$ cat src/rtl/rtc_ref_pkg.sv
package rtc_ref_pkg;
  typedef enum logic [1:0] {
    REF_FRAC   = 2'd0,
    REF_SQUARE = 2'd1,
    REF_HALF   = 2'd2,
    REF_MINUTE = 2'd3
  } ref_sel_e;
endpackage

$ cat src/rtl/rtc_prescaler.sv
module rtc_prescaler #(
  parameter int CLK_DIV = 768
) (
  input  logic clk_i,
  input  logic rst_ni,
  input  logic clr_i,
  output logic tick_o
);
  localparam int CW = (CLK_DIV > 1) ? $clog2(CLK_DIV) : 1;
  localparam logic [CW-1:0] LAST = CW'(CLK_DIV - 1);

  logic [CW-1:0] cnt_q;

  always_ff @(posedge clk_i or negedge rst_ni) begin
    if (!rst_ni)           cnt_q <= '0;
    else if (clr_i)        cnt_q <= '0;
    else if (cnt_q == LAST) cnt_q <= '0;
    else                   cnt_q <= cnt_q + 1'b1;
  end

  assign tick_o = (cnt_q == LAST);

  a_r1_cnt_range: assert property (@(posedge clk_i) disable iff (!rst_ni)
    cnt_q <= LAST);
  a_r1_clr_restart: assert property (@(posedge clk_i) disable iff (!rst_ni)
    clr_i |=> (cnt_q == '0));
endmodule

$ cat src/rtl/rtc_frac_acc.sv
module rtc_frac_acc #(
  parameter int NUM = 32,
  parameter int DEN = 75
) (
  input  logic clk_i,
  input  logic rst_ni,
  output logic wrap_o
);
  localparam int AW = $clog2(DEN) + 1;
  localparam logic [AW-1:0] DEN_V = AW'(DEN);
  localparam logic [AW-1:0] NUM_V = AW'(NUM);

  logic [AW-1:0] acc_q, sum;

  assign sum    = acc_q + NUM_V;
  assign wrap_o = (sum >= DEN_V);

  always_ff @(posedge clk_i or negedge rst_ni) begin
    if (!rst_ni)     acc_q <= '0;
    else if (wrap_o) acc_q <= sum - DEN_V;
    else             acc_q <= sum;
  end

  a_r3_acc_range: assert property (@(posedge clk_i) disable iff (!rst_ni)
    acc_q < DEN_V);

  // spacing guarantee only exists when the ratio is below one half
  if (2 * NUM < DEN) begin : g_spacing
    a_r3_no_adjacent: assert property (@(posedge clk_i) disable iff (!rst_ni)
      wrap_o |=> !wrap_o);
  end
endmodule

$ cat src/rtl/rtc_time.sv
module rtc_time #(
  parameter int CS_MAX  = 99,
  parameter int SEC_MAX = 59,
  localparam int CS_W   = $clog2(CS_MAX + 1),
  localparam int SEC_W  = $clog2(SEC_MAX + 1)
) (
  input  logic             clk_i,
  input  logic             rst_ni,
  input  logic             tick_i,
  input  logic             wr_sec_i,
  input  logic             wr_cs_i,
  input  logic [7:0]       wdata_i,
  output logic [CS_W-1:0]  cs_o,
  output logic [SEC_W-1:0] sec_o,
  output logic             cs_wrap_o,
  output logic             min_wrap_o
);
  localparam logic [CS_W-1:0]  CS_LAST  = CS_W'(CS_MAX);
  localparam logic [SEC_W-1:0] SEC_LAST = SEC_W'(SEC_MAX);

  logic [CS_W-1:0]  cs_q, cs_wr;
  logic [SEC_W-1:0] sec_q, sec_wr;
  logic             adv;

  // out-of-range loads collapse to zero
  assign cs_wr  = (wdata_i[CS_W-1:0]  > CS_LAST)  ? '0 : wdata_i[CS_W-1:0];
  assign sec_wr = (wdata_i[SEC_W-1:0] > SEC_LAST) ? '0 : wdata_i[SEC_W-1:0];

  assign adv        = tick_i & ~wr_sec_i & ~wr_cs_i;
  assign cs_wrap_o  = adv & (cs_q == CS_LAST);
  assign min_wrap_o = cs_wrap_o & (sec_q == SEC_LAST);

  always_ff @(posedge clk_i or negedge rst_ni) begin
    if (!rst_ni) begin
      cs_q  <= '0;
      sec_q <= '0;
    end else begin
      if (wr_cs_i)        cs_q <= cs_wr;
      else if (cs_wrap_o) cs_q <= '0;
      else if (adv)       cs_q <= cs_q + 1'b1;

      if (wr_sec_i)        sec_q <= sec_wr;
      else if (min_wrap_o) sec_q <= '0;
      else if (cs_wrap_o)  sec_q <= sec_q + 1'b1;
    end
  end

  assign cs_o  = cs_q;
  assign sec_o = sec_q;

  a_r1_cs_range: assert property (@(posedge clk_i) disable iff (!rst_ni)
    cs_q <= CS_LAST);
  a_r2_sec_range: assert property (@(posedge clk_i) disable iff (!rst_ni)
    sec_q <= SEC_LAST);
  a_r2_sec_hold: assert property (@(posedge clk_i) disable iff (!rst_ni)
    (!tick_i && !wr_sec_i) |=> $stable(sec_q));
  a_r8_write_freezes_cs: assert property (@(posedge clk_i) disable iff (!rst_ni)
    (wr_sec_i && !wr_cs_i) |=> $stable(cs_q));
endmodule

$ cat src/rtl/rtc_ref_top.sv
module rtc_ref_top
  import rtc_ref_pkg::*;
#(
  parameter int CLK_DIV  = 768,
  parameter int FRAC_NUM = 32,
  parameter int FRAC_DEN = 75,
  parameter int ADDR_W   = 8,
  parameter int ADDR_SEC = 1,
  parameter int ADDR_CS  = 2
) (
  input  logic              clk_i,
  input  logic              rst_ni,
  input  logic [1:0]        sel_i,
  input  logic              rx_en_i,
  input  logic [ADDR_W-1:0] addr_i,
  input  logic              we_i,
  input  logic [7:0]        wdata_i,
  output logic [7:0]        rdata_o,
  output logic              ref_o
);
  localparam int CS_W  = $clog2(100);
  localparam int SEC_W = $clog2(60);

  logic             wr_sec, wr_cs, wr_any, pre_tick, adv;
  logic             cs_wrap, min_wrap, frac_wrap, half_evt;
  logic [CS_W-1:0]  cs;
  logic [SEC_W-1:0] sec;
  logic             sq_q, ref_d, ref_q;
  ref_sel_e         sel;

  assign sel    = ref_sel_e'(sel_i);
  assign wr_sec = we_i & (addr_i == ADDR_W'(ADDR_SEC));
  assign wr_cs  = we_i & (addr_i == ADDR_W'(ADDR_CS));
  assign wr_any = wr_sec | wr_cs;
  assign adv    = pre_tick & ~wr_any;

  rtc_prescaler #(.CLK_DIV(CLK_DIV)) u_pre (
    .clk_i (clk_i),
    .rst_ni(rst_ni),
    .clr_i (wr_any),
    .tick_o(pre_tick)
  );

  rtc_time #(.CS_MAX(99), .SEC_MAX(59)) u_time (
    .clk_i     (clk_i),
    .rst_ni    (rst_ni),
    .tick_i    (pre_tick),
    .wr_sec_i  (wr_sec),
    .wr_cs_i   (wr_cs),
    .wdata_i   (wdata_i),
    .cs_o      (cs),
    .sec_o     (sec),
    .cs_wrap_o (cs_wrap),
    .min_wrap_o(min_wrap)
  );

  rtc_frac_acc #(.NUM(FRAC_NUM), .DEN(FRAC_DEN)) u_frac (
    .clk_i (clk_i),
    .rst_ni(rst_ni),
    .wrap_o(frac_wrap)
  );

  // next count is 0 or 50
  assign half_evt = cs_wrap | (adv & (cs == CS_W'(49)));

  always_comb begin
    unique case (sel)
      REF_FRAC:   ref_d = frac_wrap;
      REF_SQUARE: ref_d = sq_q;
      REF_HALF:   ref_d = half_evt;
      REF_MINUTE: ref_d = min_wrap & ~rx_en_i;
      default:    ref_d = 1'b0;
    endcase
  end

  always_ff @(posedge clk_i or negedge rst_ni) begin
    if (!rst_ni) begin
      sq_q  <= 1'b0;
      ref_q <= 1'b0;
    end else begin
      if (adv) sq_q <= ~sq_q;
      ref_q <= ref_d;
    end
  end

  assign ref_o = ref_q;

  always_comb begin
    if (addr_i == ADDR_W'(ADDR_SEC))     rdata_o = {{(8-SEC_W){1'b0}}, sec};
    else if (addr_i == ADDR_W'(ADDR_CS)) rdata_o = {{(8-CS_W){1'b0}}, cs};
    else                                 rdata_o = 8'h00;
  end

  a_r6_rx_blocks_minute: assert property (@(posedge clk_i) disable iff (!rst_ni)
    (sel_i == REF_MINUTE && rx_en_i) |=> !ref_o);
  a_r5_pulse_single: assert property (@(posedge clk_i) disable iff (!rst_ni)
    (ref_o && $stable(sel_i) && sel_i != REF_SQUARE) |=> !ref_o);
  a_r4_square_follows: assert property (@(posedge clk_i) disable iff (!rst_ni)
    (sel_i == REF_SQUARE && !adv) |=> (ref_o == $past(sq_q)));
  a_r8_write_restarts: assert property (@(posedge clk_i) disable iff (!rst_ni)
    (wr_any && CLK_DIV > 1) |=> !pre_tick);
endmodule

$ cat config.mk
export PLATFORM = sky130hd
export DESIGN_NAME = rtc_ref_top
export DESIGN_NICKNAME = d
export VERILOG_FILES = /design/src/rtl/rtc_ref_pkg.sv /design/src/rtl/rtc_prescaler.sv /design/src/rtl/rtc_frac_acc.sv /design/src/rtl/rtc_time.sv /design/src/rtl/rtc_ref_top.sv
export SDC_FILE = /design/constraint.sdc
export NUM_CORES = 1
export LEC_CHECK = 0
export ABC_AREA = 1
export BUFFER_PORTS_ARGS = -buffer_cell sky130_fd_sc_hd__buf_2
export CAP_MARGIN = 0
export CORE_AREA = 2 2 71 73
export CTS_CLUSTER_SIZE = 10
export DETAILED_ROUTE_END_ITERATION = 10
export DIE_AREA = 0 0 73 75
export PLACE_DENSITY = 0.7
export SETUP_SLACK_MARGIN = 0.4
export SLEW_MARGIN = 25
export SYNTH_ARGS = -nofsm -noshare
export SYNTH_HDL_FRONTEND = slang
export SYNTH_SLANG_ARGS = --single-unit
$ cat constraint.sdc
create_clock -name clk_i -period 1.7 [get_ports clk_i]
set_clock_uncertainty 0.1 [all_clocks]
set_input_delay 0.17 -clock clk_i [delete_from_list [all_inputs] [get_ports clk_i]]
set_output_delay 0.17 -clock clk_i [all_outputs]
set_load 0.01 [all_outputs]
==> results.txt <==
----------------------------------------------------
[Outcome]
  Status ... finished, violations left
  Failing checks ... setup timing

[STA]
  FMAX ... 578 MHz
  Worst slack on hold paths ... 0.109 ns
  Final-report hold violation count ... 0
  Setup violations, final ... 3
  Period Utilization, post-route ... 102%
  Min Tclk post-route ... between 1.5 and 2 ns
  Number of slew-limit violations in the final report ... 0
  Unrepaired setup endpoints after global routing ... yes
  Crit path setup slack, layout ... -0.0287 ns

[Setup path]
  Crit Path Category ... flop to flop
  Capture point of the worst reg-to-reg path ... u_time.sec_o[5]
  Nature of the critical path startpoint ... flop
  Kind of end point of the critical path ... flop
  Maximum fanout encountered on the critical timing path ... 7
  Data arrival time of the worst path ... 1.80 ns
  Setup slack on the worst flop-to-flop path ... -0.03 ns
  Cells on worst reg2reg path ... 10
  Reg-to-reg critical path startpoint ... u_pre.cnt_q[0]
  Data required time at the worst endpoint ... 1.77 ns

[Detailed routing]
  Detail-routed via count per cell ... 5.43
  Number of remaining DRC errors ... 0
  Iteration count of the initial detailed-routing pass ... 4
  Routed len/inst ... 15.9 µm
  Vias post-DR ... ~2.3k
  Routed Antenna Nets ... 0
  Drt first-iter violations ... 154
  Final wirelength ... 6860 µm

[Synth]
  Combined area of all synthesized cells ... ~2300 µm²
  Gate count after technology mapping ... 295
  Ys flop type ... sky130_fd_sc_hd__dfrtp_1
  Compound-cell area share of the yosys netlist ... 10.0%
  Post-synthesis sequential area ratio ... 36.0%
  Netlist cell types ... 38
  Multiplexer fraction of the synthesized cell area ... 0.491%
  Most common cell in the netlist ... sky130_fd_sc_hd__inv_1
  Area share of the largest cell type after synthesis ... 36.0%
  Synth warn ... 0
  Largest family of logic cells by synthesized area ... simple AND/OR/NAND/NOR gates
  Synth Register Bits ... 33
  Mean cell area of the mapped netlist ... a little under 8 µm²
  Simple-Gate Fraction of Synth Area ... 32.8%
  Largest cells by area after synthesis ... sky130_fd_sc_hd__dfrtp_1 (36%), sky130_fd_sc_hd__inv_1 (7.4%), sky130_fd_sc_hd__nand2_1 (7.2%), sky130_fd_sc_hd__nor2_1 (6.7%), sky130_fd_sc_hd__nand3_1 (5.2%)
  EDFF count, synth ... 0
  Net count of the mapped netlist ... between 300 and 400
  Fraction of synthesis flops using an asynchronous set or reset pin ... between 90% and 100%
  XOR/XNOR share of the synthesized area ... ~6.1%
  Synth top cells by count ... sky130_fd_sc_hd__inv_1 (45), sky130_fd_sc_hd__nand2_1 (44), sky130_fd_sc_hd__nor2_1 (41), sky130_fd_sc_hd__dfrtp_1 (33), sky130_fd_sc_hd__nand3_1 (24)
  Biggest area consumer among synthesized cells ... sky130_fd_sc_hd__dfrtp_1
  Synthesized-area fraction occupied by adder cells ... 4.36%

[Placement]
  Input/output buffers ... 28
  Placed wire-length estimate after detailed placement ... 3740 µm
  Cell count after placement ... between 300 and 400
  Placer Congestion ... 0.902
  Setup slack at placement ... between 0.006 and 0.007 ns

[Floorplanning]
  Number of standard-cell rows in the floorplan ... 25
  Core Box Area ... 4660 µm²
  Horizontal die dimension ... about 73 µm
  Number of top-level design ports ... 31
  Initial core utilization ... 49.2%
  Area of the die ... 5480 µm²
  Die extent in y ... ~75 µm

[CTS]
  H-tree lvl count ... 2
  CTS max path bufs ... 2
  Clock latency of the later-clocked register in the worst-skew pair ... ~0.29 ns
  CTS sink cnt ... 33
  Number of buffers added by the clock tree synthesis step ... 5
  Clock-pin slew reported for the worst setup and hold paths after clock tree synthesis ... about 0.070 ns
  Clock root cell ... sky130_fd_sc_hd__clkbuf_8
  CTS tree ... done

[Global routing]
  Total grt overflow ... 0
  Met1 GRT Util ... between 20% and 30%
  Largest net degree at the start of global routing ... 34
  Vias in the first global route ... about 2.2k
  Grt met2 use ... 37.9%
  GR Layer Usage met3 ... 4.28%
  Antenna violations before repair ... 0
  Gr usage total ... 22.0%
  First-pass GRT wire length ... 9440 µm
  Most Used Layer, Global Route ... met2

[Power and ir drop]
  Clock share of power ... between 20 and 30%
  Combinational fraction of design power ... 29.9%
  Switching Power ... 802 µW
  PnR Total Power ... 2.49 mW
  Switching power share of the total ... 32.2%
  Pwr Density ... 731 nW/µm²
  Sequential share of power ... between 40% and 50%
  Internal portion of total power ... 1.69 mW
  LEAKAGE ... 1.73 nW
  Peak supply drop ... 0.550 mV

[Final layout]
  Net count, final ... 408
  Fraction of layout instances using a drive strength above 1 ... 49.5%
  Antenna diode count ... 0
  Non-filler instance count after layout ... around 430
  Growth of design area from synthesis to finish ... 48.6%

[Worst hold path]
  Hold Path Class ... input port to flop
  Worst hold endpoint ... ref_o
  Startpoint of the worst hold path ... sel_i[0]
  Depth of the worst hold-timing path ... 3

[Job]
  Max Cap Violations ... 0

----------------------------------------------------
-- metal layers --
layer	wire length, µm	part of all wire (%)
met5	0	0
met4	257	3.7
met3	394	5.7
met2	3540	52
met1	2670	39
-- worst max-delay path by stage --
stage	from	cells past startpoint	slack (ns)	endpoint
after floorplan	u_pre.cnt_q[0]	10	0.13	u_time.sec_o[0]
after global placement	u_pre.cnt_q[0]	10	0.05	u_time.sec_o[0]
after detailed placement	u_pre.cnt_q[1]	10	0.006	u_time.cs_o[5]
after CTS	u_pre.cnt_q[1]	10	0.03	u_time.cs_o[5]
after global routing	u_pre.cnt_q[1]	10	-0.13	u_time.sec_o[5]
final	u_pre.cnt_q[0]	10	-0.03	u_time.sec_o[5]
-- metrics by stage --
stage                     setup TNS, ns  utilization, %  cell area, µm²
after floorplan                       0               -            2350
after global routing              -1.02            73.1            3410
after CTS                             0            66.5            3100
after global placement                0            56.4            2630
after detailed placement              0            56.4            2630
final                           -0.0357            73.1            3410
-- power groups by stage --
stage	clock (mW)	sequential, mW	combinational, mW
2_1_floorplan	0	1.01	0.413
3_3_place_gp	0	1.03	0.526
3_5_place_dp	0	1.03	0.542
4_1_cts	0.721	1.02	0.631
5_1_grt	0.768	1.04	0.832
6_report	0.723	1.02	0.745
-- worst max-delay path, cell delays in order (launching register included) --
cell and delay (ns):
sky130_fd_sc_hd__dfrtp_1 0.36, sky130_fd_sc_hd__ha_2 0.19, sky130_fd_sc_hd__nand2_2 0.08, sky130_fd_sc_hd__nor2_4 0.12
sky130_fd_sc_hd__nand2_4 0.08, sky130_fd_sc_hd__nor2_8 0.21, sky130_fd_sc_hd__inv_4 0.06, sky130_fd_sc_hd__nor2_4 0.12
sky130_fd_sc_hd__nand3_4 0.12, sky130_fd_sc_hd__nand2_1 0.10, sky130_fd_sc_hd__a21oi_1 0.07
-- area by class of cell --
| cell class | instances | area [µm²] |
|---|---|---|
| multi-input cells | 210 | 1590 |
| fillers | 311 | 1250 |
| flip-flops and latches | 33 | 828 |
| repair buffers | 79 | 609 |
| inverters | 49 | 208 |
| clock buffers | 5 | 68.8 |
| well taps | 54 | 67.6 |
| clock inverters | 2 | 35.0 |
-- cells in the final DEF (no fill, tap or decap), types with 5 or more instances in the layout --
cell	count
sky130_fd_sc_hd__buf_6	19
sky130_fd_sc_hd__nand2_2	15
sky130_fd_sc_hd__nand2_4	11
sky130_fd_sc_hd__nand3_1	21
sky130_fd_sc_hd__clkbuf_8	5
sky130_fd_sc_hd__nor2_2	9
sky130_fd_sc_hd__a21oi_1	10
sky130_fd_sc_hd__xor2_1	12
sky130_fd_sc_hd__inv_4	7
sky130_fd_sc_hd__dfrtp_1	31
sky130_fd_sc_hd__o21ai_2	9
sky130_fd_sc_hd__a21oi_2	5
sky130_fd_sc_hd__inv_1	29
sky130_fd_sc_hd__nand2_1	24
sky130_fd_sc_hd__nor2_1	35
sky130_fd_sc_hd__inv_2	11
sky130_fd_sc_hd__nand3_4	5
sky130_fd_sc_hd__buf_2	26
sky130_fd_sc_hd__nand4_1	7
sky130_fd_sc_hd__buf_4	32
-- sequential cells by signal (all words and copies together) (netlist names) --
signal,cells
u_time.sec_o,6
sq_q,1
u_pre.cnt_q,10
ref_o,1
u_frac.acc_q,8
u_time.cs_o,7
-- what timing repair did --
action / in CTS / in global routing
cloned: 1 / 0
hold endpoints to repair: 33 / 0
buffers inserted: 24 / 11
hold buffers: 1 / 0
gates resized for setup: 57 / 57
pin swaps: 21 / 30
endpoints found under the setup margin: 38 / 38
-- kinds of logic after synthesis --
logic type      after synthesis
simple gates                145
buf+inv                      53
compound gates               38
flops                        33
xor+xnor                     16
fa+ha+maj                     8
other cells                   1
mux                           1
Power figures use the tool's default switching activity.
